**config.mk**
```make
export PLATFORM = sky130hd
export DESIGN_NAME = wreg_bank
export DESIGN_NICKNAME = d
export VERILOG_FILES = /design/src/rtl/wreg_pkg.sv /design/src/rtl/wreg_rd_mux.sv /design/src/rtl/wreg_ptr_unit.sv /design/src/rtl/wreg_write_merge.sv /design/src/rtl/wreg_bank.sv
export SDC_FILE = /design/constraint.sdc
export NUM_CORES = 2
export LEC_CHECK = 0
export ABC_CLOCK_PERIOD_IN_PS = 4800
export BUFFER_PORTS_ARGS = -buffer_cell sky130_fd_sc_hd__buf_2
export CORE_UTILIZATION = 25
export DETAILED_ROUTE_END_ITERATION = 8
export HOLD_SLACK_MARGIN = 0.15
export PLACE_DENSITY = 0.49
export SLEW_MARGIN = 30
export SYNTH_ARGS = -nofsm -noshare
export SYNTH_HDL_FRONTEND = slang
export SYNTH_SLANG_ARGS = --single-unit
export TNS_END_PERCENT = 5
```
**constraint.sdc**
```tcl
create_clock -name clk -period 4.8 [get_ports clk]
set_input_delay 0 -clock clk [delete_from_list [all_inputs] [get_ports clk]]
set_output_delay 0 -clock clk [all_outputs]
set_load 0.01 [all_outputs]
```
**src/rtl/wreg_pkg.sv**
```systemverilog
package wreg_pkg;
  typedef enum logic [1:0] {
    PM_DISP    = 2'd0,
    PM_POSTINC = 2'd1,
    PM_PREDEC  = 2'd2,
    PM_PLAIN   = 2'd3
  } ptr_mode_e;

  typedef enum logic [1:0] {
    PS_X    = 2'd0,
    PS_Y    = 2'd1,
    PS_Z    = 2'd2,
    PS_NONE = 2'd3
  } ptr_sel_e;
endpackage

```
**src/rtl/wreg_rd_mux.sv**
```systemverilog
module wreg_rd_mux #(
  parameter int NREGS = 32,
  parameter int DW    = 8,
  parameter int IDX_W = $clog2(NREGS)
) (
  input  logic [NREGS-1:0][DW-1:0] regs,
  input  logic [IDX_W-1:0]         idx,
  output logic [DW-1:0]            data
);
  // Pure combinational select; reads always see pre-edge contents.
  assign data = regs[idx];
endmodule

```
**src/rtl/wreg_ptr_unit.sv**
```systemverilog
module wreg_ptr_unit #(
  parameter int AW       = 16,
  parameter int DISP_W   = 6,
  parameter int IDX_W    = 5,
  parameter int PTR_BASE = 26
) (
  input  logic              en,
  input  logic [1:0]        sel,
  input  logic [1:0]        mode,
  input  logic [DISP_W-1:0] disp,
  input  logic [AW-1:0]     cur,
  output logic [AW-1:0]     addr,
  output logic              upd_en,
  output logic [AW-1:0]     upd_val,
  output logic [IDX_W-1:0]  lo_idx
);
  import wreg_pkg::*;

  logic valid;
  assign valid  = (sel != PS_NONE);
  assign lo_idx = IDX_W'(PTR_BASE + 2 * int'(sel));

  always_comb begin
    upd_en  = 1'b0;
    upd_val = cur;
    addr    = cur + AW'(disp);
    unique case (ptr_mode_e'(mode))
      PM_POSTINC: begin
        addr    = cur;
        upd_val = cur + AW'(1);
        upd_en  = en;
      end
      PM_PREDEC: begin
        upd_val = cur - AW'(1);
        addr    = cur - AW'(1);
        upd_en  = en;
      end
      default: ;
    endcase
    if (!valid) begin
      addr   = '0;
      upd_en = 1'b0;
    end
  end
endmodule

```
**src/rtl/wreg_write_merge.sv**
```systemverilog
module wreg_write_merge #(
  parameter int NREGS = 32,
  parameter int DW    = 8,
  parameter int IDX_W = $clog2(NREGS)
) (
  input  logic [NREGS-1:0][DW-1:0] cur,
  input  logic                     byte_en,
  input  logic [IDX_W-1:0]         byte_idx,
  input  logic [DW-1:0]            byte_data,
  input  logic                     imm_en,
  input  logic [IDX_W-1:0]         imm_idx,
  input  logic [DW-1:0]            imm_data,
  input  logic                     mem_en,
  input  logic [IDX_W-1:0]         mem_idx,
  input  logic [DW-1:0]            mem_data,
  input  logic                     wide_en,
  input  logic [IDX_W-2:0]         wide_pair,
  input  logic [2*DW-1:0]          wide_data,
  input  logic                     ptr_en,
  input  logic [IDX_W-1:0]         ptr_lo,
  input  logic [2*DW-1:0]          ptr_val,
  output logic [NREGS-1:0][DW-1:0] nxt
);
  // Each register resolves its own writers; later tests override
  // earlier ones, so the lowest-priority source is applied first.
  for (genvar i = 0; i < NREGS; i++) begin : g_reg
    localparam int EVN = i - (i % 2);
    localparam bit HI  = (i % 2) == 1;
    logic [DW-1:0] v;
    always_comb begin
      v = cur[i];
      if (mem_en  && mem_idx  == IDX_W'(i)) v = mem_data;
      if (imm_en  && imm_idx  == IDX_W'(i)) v = imm_data;
      if (byte_en && byte_idx == IDX_W'(i)) v = byte_data;
      if (wide_en && wide_pair == (IDX_W-1)'(i / 2))
        v = HI ? wide_data[2*DW-1:DW] : wide_data[DW-1:0];
      if (ptr_en && ptr_lo == IDX_W'(EVN))
        v = HI ? ptr_val[2*DW-1:DW] : ptr_val[DW-1:0];
    end
    assign nxt[i] = v;
  end
endmodule

```
**src/rtl/wreg_bank.sv**
```systemverilog
module wreg_bank #(
  parameter int NREGS    = 32,
  parameter int DW       = 8,
  parameter int IMM_BASE = 16,
  parameter int DISP_W   = 6,
  parameter int PTR_BASE = 26
) (
  input  logic        clk,
  input  logic        rst_n,
  input  logic [4:0]  rd_a_idx,
  output logic [7:0]  rd_a_data,
  input  logic [4:0]  rd_b_idx,
  output logic [7:0]  rd_b_data,
  input  logic        wr_en,
  input  logic [4:0]  wr_idx,
  input  logic [7:0]  wr_data,
  input  logic [3:0]  pair_rd_idx,
  output logic [15:0] pair_rd_data,
  input  logic        pair_wr_en,
  input  logic [3:0]  pair_wr_idx,
  input  logic [15:0] pair_wr_data,
  input  logic        imm_en,
  input  logic [4:0]  imm_idx,
  input  logic [7:0]  imm_data,
  output logic        imm_err,
  input  logic        ptr_en,
  input  logic [1:0]  ptr_sel,
  input  logic [1:0]  ptr_mode,
  input  logic [5:0]  ptr_disp,
  output logic [15:0] ptr_addr,
  input  logic        mem_en,
  input  logic        mem_we,
  input  logic [15:0] mem_addr,
  input  logic [7:0]  mem_wdata,
  output logic        mem_hit,
  output logic [7:0]  mem_rdata
);
  import wreg_pkg::*;

  localparam int IDX_W = $clog2(NREGS);
  localparam int AW    = 2 * DW;
  localparam int NPTR  = 3;

  logic [NREGS-1:0][DW-1:0] regs, regs_nxt;
  logic [AW-1:0]            ptr_view [4];
  logic [AW-1:0]            ptr_cur, ptr_upd_val;
  logic                     ptr_upd_en;
  logic [IDX_W-1:0]         ptr_lo;
  logic                     imm_low, imm_ok, mem_wr_ok;
  logic [DW-1:0]            mem_rd;

  // Pointer views over the top register pairs
  for (genvar k = 0; k < NPTR; k++) begin : g_ptr
    assign ptr_view[k] = {regs[PTR_BASE + 2*k + 1], regs[PTR_BASE + 2*k]};
  end
  assign ptr_view[3] = '0;
  assign ptr_cur     = ptr_view[ptr_sel];

  wreg_ptr_unit #(.AW(AW), .DISP_W(DISP_W), .IDX_W(IDX_W), .PTR_BASE(PTR_BASE)) u_ptr (
    .en(ptr_en), .sel(ptr_sel), .mode(ptr_mode), .disp(ptr_disp), .cur(ptr_cur),
    .addr(ptr_addr), .upd_en(ptr_upd_en), .upd_val(ptr_upd_val), .lo_idx(ptr_lo)
  );

  // Read side
  wreg_rd_mux #(.NREGS(NREGS), .DW(DW), .IDX_W(IDX_W)) u_rd_a (
    .regs(regs), .idx(rd_a_idx), .data(rd_a_data));
  wreg_rd_mux #(.NREGS(NREGS), .DW(DW), .IDX_W(IDX_W)) u_rd_b (
    .regs(regs), .idx(rd_b_idx), .data(rd_b_data));
  wreg_rd_mux #(.NREGS(NREGS), .DW(DW), .IDX_W(IDX_W)) u_rd_m (
    .regs(regs), .idx(mem_addr[IDX_W-1:0]), .data(mem_rd));

  assign pair_rd_data = {regs[{pair_rd_idx, 1'b1}], regs[{pair_rd_idx, 1'b0}]};

  assign mem_hit   = mem_en && (mem_addr < AW'(NREGS));
  assign mem_rdata = mem_hit ? mem_rd : '0;
  assign mem_wr_ok = mem_hit && mem_we;

  assign imm_low = imm_en && (imm_idx < IDX_W'(IMM_BASE));
  assign imm_ok  = imm_en && !imm_low;

  wreg_write_merge #(.NREGS(NREGS), .DW(DW), .IDX_W(IDX_W)) u_merge (
    .cur(regs),
    .byte_en(wr_en), .byte_idx(wr_idx), .byte_data(wr_data),
    .imm_en(imm_ok), .imm_idx(imm_idx), .imm_data(imm_data),
    .mem_en(mem_wr_ok), .mem_idx(mem_addr[IDX_W-1:0]), .mem_data(mem_wdata),
    .wide_en(pair_wr_en), .wide_pair(pair_wr_idx), .wide_data(pair_wr_data),
    .ptr_en(ptr_upd_en), .ptr_lo(ptr_lo), .ptr_val(ptr_upd_val),
    .nxt(regs_nxt)
  );

  always_ff @(posedge clk or negedge rst_n) begin
    if (!rst_n) begin
      regs    <= '0;
      imm_err <= 1'b0;
    end else begin
      regs    <= regs_nxt;
      imm_err <= imm_low;
    end
  end

  // Checks beside the logic they guard
  p_imm_err_r10: assert property (@(posedge clk) disable iff (!rst_n)
    imm_en && imm_idx < IDX_W'(IMM_BASE) |=> imm_err);
  p_imm_quiet_r10: assert property (@(posedge clk) disable iff (!rst_n)
    !(imm_en && imm_idx < IDX_W'(IMM_BASE)) |=> !imm_err);
  p_postinc_r7: assert property (@(posedge clk) disable iff (!rst_n)
    ptr_en && ptr_sel != PS_NONE && ptr_mode == PM_POSTINC
      |=> ptr_view[$past(ptr_sel)] == $past(ptr_addr) + AW'(1));
  p_predec_r8: assert property (@(posedge clk) disable iff (!rst_n)
    ptr_en && ptr_sel != PS_NONE && ptr_mode == PM_PREDEC
      |=> ptr_view[$past(ptr_sel)] == $past(ptr_addr));
  p_miss_r11: assert property (@(posedge clk) disable iff (!rst_n)
    mem_en && mem_addr >= AW'(NREGS) |-> !mem_hit && mem_rdata == '0);
endmodule

```
Yosys cells after proc, flatten, opt, wreduce, memory -nomap -nowiden
Index checks and enable logic that the tools add are counted.
Word-level totals
  register bits: 257
  input bits: 102
  word-level logic and storage cells: 522
Operators by class
  add/subtract/negate cells: 4
  order comparisons: 8
  eq/ne operators: 126
  multiplexer cells: 179
  bitwise logic cells: 1
  reductions and logical operators: 171
Operators by type and width (count)
  8-bit 2-to-1 mux: 166
  5-bit == test (second input constant): 56
  5-bit nonzero test: 32
  5-bit by 4-bit == test with 1-bit output (second input constant): 28
  1-bit logical AND: 132
  8-bit binary-select mux with 5-bit select: 3
  5-bit by 3-bit == test with 1-bit output (second input constant): 14
  8-bit binary-select mux with 4-bit select: 2
  16-bit one-hot mux with 2 select lines: 2
  16-bit 2-to-1 mux: 3
  5-bit by 2-bit == test with 1-bit output (second input constant): 7
  16-bit binary-select mux with 2-bit select: 1
  4-bit == test (second input constant): 8
  5-bit by 6-bit < comparator with 1-bit output (second input constant): 5
  5-bit logical NOT: 4
  16-bit by 1-bit adder with 16-bit output (second input constant): 1
  16-bit by 6-bit adder with 16-bit output: 1
  4-bit by 3-bit == test with 1-bit output (second input constant): 4
  16-bit by 6-bit < comparator with 1-bit output (second input constant): 1
  16-bit by 1-bit subtractor with 16-bit output (second input constant): 1
  5-bit by 1-bit == test with 1-bit output (second input constant): 3
  4-bit by 2-bit == test with 1-bit output (second input constant): 2
  5-bit by 3-bit adder with 5-bit output (first input constant): 1
  5-bit < comparator (second input constant): 1
  other kinds (10): 11

Logic depth before layout (Yosys ltp)
  depth in word-level cells: 9
  gate-level depth with buffers: 16
  depth with buffers taken out: 12

Modules after synthesis
A second synthesis with hierarchy kept.
Second synthesis, totals
  cell total of the unflattened synthesis: 3792
  area total of the unflattened synthesis: 31621.6 µm²
Modules (own cells, without submodules)
  wreg_write_merge: instances 1, cells an instance 2708, area each 14941.8 µm², seq. area each 0.0 µm²
  wreg_bank: instances 1, cells an instance 464, area each 8788.4 µm², seq. area each 6431.2 µm²
  wreg_rd_mux: instances 3, cells an instance 107, area each 1994.4 µm², seq. area each 0.0 µm²
  wreg_ptr_unit: instances 1, cells an instance 299, area each 1908.1 µm², seq. area each 0.0 µm²

Least setup slack after synthesis
OpenSTA, ideal clock, no wires.
  path kind: input -> output
  start: in ptr_sel[1]
  end: out ptr_addr[12]
  arrival time: 2833 ps
  required time: 4800 ps
  slack: 1967 ps
  stages: 16
  cells stage by stage: buf_6 -> nor2b_2 -> buf_6 -> buf_2 -> o2bb2ai_1 -> buf_2 -> ha_1 -> inv_1 -> fa_1 -> nand2b_1 -> a21oi_1 -> o21ai_0 -> a211oi_1 -> xnor2_1 -> nand2_1 -> and3_1
On the way
  word-level cells in the longest chain between the ends: 7
  elaborated cells between the ends (all ways): 9
Ends and longest elaborated chain
  start: declaration: line wreg_bank.sv:27  | input logic [1:0] ptr_sel,
  2-bit NOT with 3-bit output (not written as such): line wreg_bank.sv:57  | assign ptr_cur = ptr_view[ptr_sel];
  16-bit binary-select mux with 2-bit select: line wreg_bank.sv:57
  16-bit 2-to-1 mux (not written as such) (2 in a row): line wreg_bank.sv:57
  16-bit by 6-bit adder with 16-bit output or 16-bit by 1-bit subtractor with 16-bit output (tied branches): line wreg_ptr_unit.sv:26, wreg_ptr_unit.sv:35
  16-bit one-hot mux with 2 select lines: line wreg_ptr_unit.sv:27  | unique case (ptr_mode_e'(mode))
  16-bit 2-to-1 mux (*): line wreg_ptr_unit.sv:40  | if (!valid) begin
  end: declaration: line wreg_bank.sv:30  | output logic [15:0] ptr_addr,
Every way passes the cells marked *; elsewhere a longest branch is shown, timed or not. The select of a mux whose other input is x is not followed.

Final worst setup path
  start: reg regs, in the netlist ptr_view[49]
  end: out ptr_addr[15]
On the way
  word-level cells in the longest chain between the ends: 6
  elaborated cells between the ends (all ways): 7
Ends and longest elaborated chain
  start: declaration: line wreg_bank.sv:44  | logic [NREGS-1:0][DW-1:0] regs, regs_nxt;
  start signal: assignment: line wreg_bank.sv:96  | regs <= regs_nxt;
  16-bit binary-select mux with 2-bit select (*): line wreg_bank.sv:57
  16-bit 2-to-1 mux (not written as such) (*) (2 in a row): line wreg_bank.sv:57
  16-bit by 6-bit adder with 16-bit output or 16-bit by 1-bit subtractor with 16-bit output (tied branches): line wreg_ptr_unit.sv:26, wreg_ptr_unit.sv:35
  16-bit one-hot mux with 2 select lines (*): line wreg_ptr_unit.sv:27
  16-bit 2-to-1 mux (*): line wreg_ptr_unit.sv:40
Marked as above.

==> key figures <==
Synth
  • Count leader, synth: a21oi_1
  • Ys async rst share: 100%
  • Synth Area per Inst: 9.21 um2
  • Most frequent cells after synthesis: 381 x a21oi_1, 320 x mux4_2, 311 x nand2_1, 308 x nor2_1, 270 x clkbuf_1
  • Post-synth design cell area: around 27000 um2
  • Largest area contributor in the netlist: mux4_2
  • Seq/Total Area, Yosys: 24.1%
  • Top post-synthesis cells by area: mux4_2 27%, dfrtp_1 24%, mux2i_1 7.7%
  • Yosys reg bits: approximately 260
  • Distinct cells, synth: just over 70
  • Synth top area share: a little over a quarter
  • Primary FF master, synth: dfrtp_1
  • Synth Instances: 2903
  • Synth Warn #: 0
  • Synth Net Count: 3016
  • Post-synth EDFFs: 0

Detailed routing
  • Wire length per cell: 31.1 um
  • DRC Markers: 34
  • Antenna Nets Post-Route: 0
  • 1st-iter DRT viols: 3226
  • Vias/cell: about 6.1
  • DRT Pass-1 Iters: 9
  • Routed WL: 134000 um
  • Via Count: 26100

Global route
  • Global-route wire length before repair: 190000 um
  • Largest net degree at the start of global routing: around 110
  • Number of global-route vias before repair: 24300
  • Total congestion overflow: 0
  • Total GRT Usage: ~24%
  • Initial antenna violation count: 8

STA
  • Worst-Margin Slew: 1.13 ns
  • Setup-failing EPs final: 0
  • Worst setup margin: ~0.69 ns
  • Max frequency: 0.243 GHz
  • Slew headroom: 24.6%
  • Unrepaired setup endpoints after global routing: false
  • Final Skew: between 0.015 and 0.02 ns
  • Final Hold Viols: 0
  • Worst hold-check slack: 0.171 ns
  • Sum Neg Setup Slack: 0 ns
  • Period utilisation layout: 85.6%
  • Final min period: about 4.1 ns
  • Fin. max-slew vios: 0

Critical path
  • R2R setup slack: 1.27 ns
  • CP required: 4.80 ns
  • Critical Setup Path Class: flop to primary output
  • Worst-path fanout max: 12
  • Worst Setup Start Kind: flop
  • Critical Path End Type: primary output
  • R2R cell count: 7
  • WP data arrival: 4.11 ns

CTS
  • H-tree levels: 2
  • Clock transition at path regs: about 0.060 ns
  • Clock buffer depth: 3
  • CTS tree: done
  • CTS resizes: 0
  • Clock sink count: 257
  • Postcts setup bufs: 0
  • CTS root buf: clkbuf_16
  • Skew-Pair Late Insertion Delay: 0.58 ns
  • CTS Buf Count: 35

Cells and area
  • P&R area growth vs syn: 14.0%
  • Non-filler cells, final: 4305
  • Layout cells sized above 1: 26.2%
  • Layout Nets: 3000
  • Core Util, Final: 28.8%

Floorplan
  • I/O pin count: 160
  • Die area: 108000 um2
  • Core area: 106000 um2
  • Die extent in y: 329 um
  • Die width: ~330 um
  • # rows: 119
  • Initial Util: 25.3%

Run
  • Max-Cap Viols: 0

Placed design
  • Detail Placement HPWL: ~94000 um
  • Number of port buffers: 159
  • Gp weighted congestion: 0.973
  • Pre-CTS WS: approximately 0.99 ns
  • Inst Count DP: 4213

Power and ir drop
  • Leak: about 11 nW
  • PwrDens: about 360 nW/um2
  • Pint: about 6.5 mW
  • Share of power burned in registers: 34.7%
  • Clock Power Share: between 20% and 30%
  • P_sw: 4.54 mW
  • Net switching fraction of the power: 41.2%
  • Worst vdd ir: 0.238 mV
  • Comb pwr share: 40.5%

Min path
  • Min-Delay Path Depth: 6
  • Hold crit path type: input port to flop

Status
  • Violated checks: DRC
  • Status: complete, but fails checks
cells by family after synthesis:
family | after synthesis | share of synthesized area [%]
adders and majority gates | 11 | 0.543
and+or+nand+nor | 853 | 14.0
DFF | 257 | 24.1
xor gates and xnor gates | 26 | 0.852
buffers and inverters | 348 | 5.03
AOI/OAI and AO/OA | 848 | 19.4
muxes | 560 | 36.1
stage by stage:
step	power, mW	area [um2]
after floorplan	6.31	26700
after global placement	8.11	28800
after detailed placement	8.17	29000
after CTS	10.9	30400
after global routing	11.4	30500
final	11.0	30500
cells in the final DEF, fill, tap and decap left out, types with 8 or more instances in the layout:
| cell | synthesis | final |
|---|---|---|
| a211oi_1 | 155 | 149 |
| nor2_1 | 308 | 294 |
| ha_1 | 10 | 9 |
| nand3_1 | 110 | 110 |
| mux2i_1 | 206 | 206 |
| dlygate4sd3_1 | 0 | 27 |
| nor3_2 | 1 | 8 |
| buf_4 | 1 | 88 |
| a221o_1 | 9 | 9 |
| nor2_2 | 0 | 14 |
| a21oi_1 | 381 | 381 |
| inv_1 | 19 | 19 |
| o211ai_1 | 15 | 15 |
| buf_2 | 9 | 147 |
| xnor2_1 | 16 | 16 |
| mux2_2 | 34 | 34 |
| nor3_1 | 26 | 18 |
| mux4_2 | 320 | 320 |
| a221oi_1 | 19 | 12 |
| o221a_2 | 33 | 33 |
| nor4_1 | 10 | 9 |
| dfrtp_1 | 257 | 257 |
| clkbuf_16 | 0 | 35 |
| nand2b_1 | 13 | 13 |
| o21ai_0 | 182 | 182 |
| nand2_1 | 311 | 311 |
| nand4_1 | 10 | 10 |
| xor2_1 | 10 | 10 |
| and2_1 | 11 | 11 |
| clkbuf_8 | 0 | 8 |
layer usage:
metal  global-route usage (%)  up-vias  wire [um]
li1                         -    11100          -
met1                     32.3    13100      53200
met2                     36.1     1591      58400
met3                     6.96      336      14700
met4                     12.0        8       7530
met5                        0        -         66
flip-flops by register name (all words and copies together), names as in the netlist:
register	flops
regs	208
ptr_view	48
imm_err	1
area by class of cell:
type,count,area [um2]
inverters,21,78.8
flip-flops and latches,257,6430
well taps,1391,1740
fillers,11200,75200
repair buffers,274,1870
multi-input cells,2298,19200
clock inverters,16,166
diodes,2,5.00
clock buffers,46,997
critical path: stages, from the launching register on:
cell and delay (ns):
dfrtp_1 0.46, mux2i_1 0.11, o2bb2ai_1 0.76, ha_1 0.29
a21o_1 0.10, a21oi_1 0.12, o21a_1 0.19, nor3_1 0.58
nand3_1 0.20, xor2_1 0.19, a221oi_1 0.34, buf_2 0.20
what timing repair did:
item                                    4_1_cts  5_1_grt
endpoints found under the setup margin        0        0
hold endpoints to repair                    414        0
hold buffers                                 28        0
power groups by stage:
stage	clock network, mW	registers (mW)	logic, mW
2_1_floorplan	0	3.26	3.06
3_3_place_gp	0	3.77	4.34
3_5_place_dp	0	3.80	4.37
4_1_cts	2.77	3.75	4.41
5_1_grt	2.84	3.87	4.73
6_report	2.73	3.82	4.47
worst paths after layout:
check,from,endpoint
min reg2reg,regs[107],regs[107]
max,ptr_view[49],ptr_addr[15]
min,wr_idx[4],regs[50]
max in group asynchronous,rst_n,ptr_view[29]
max reg2reg,ptr_view[19],ptr_view[45]
min in group asynchronous,rst_n,regs[41]
No activity file was read; power rests on OpenSTA's default activity.
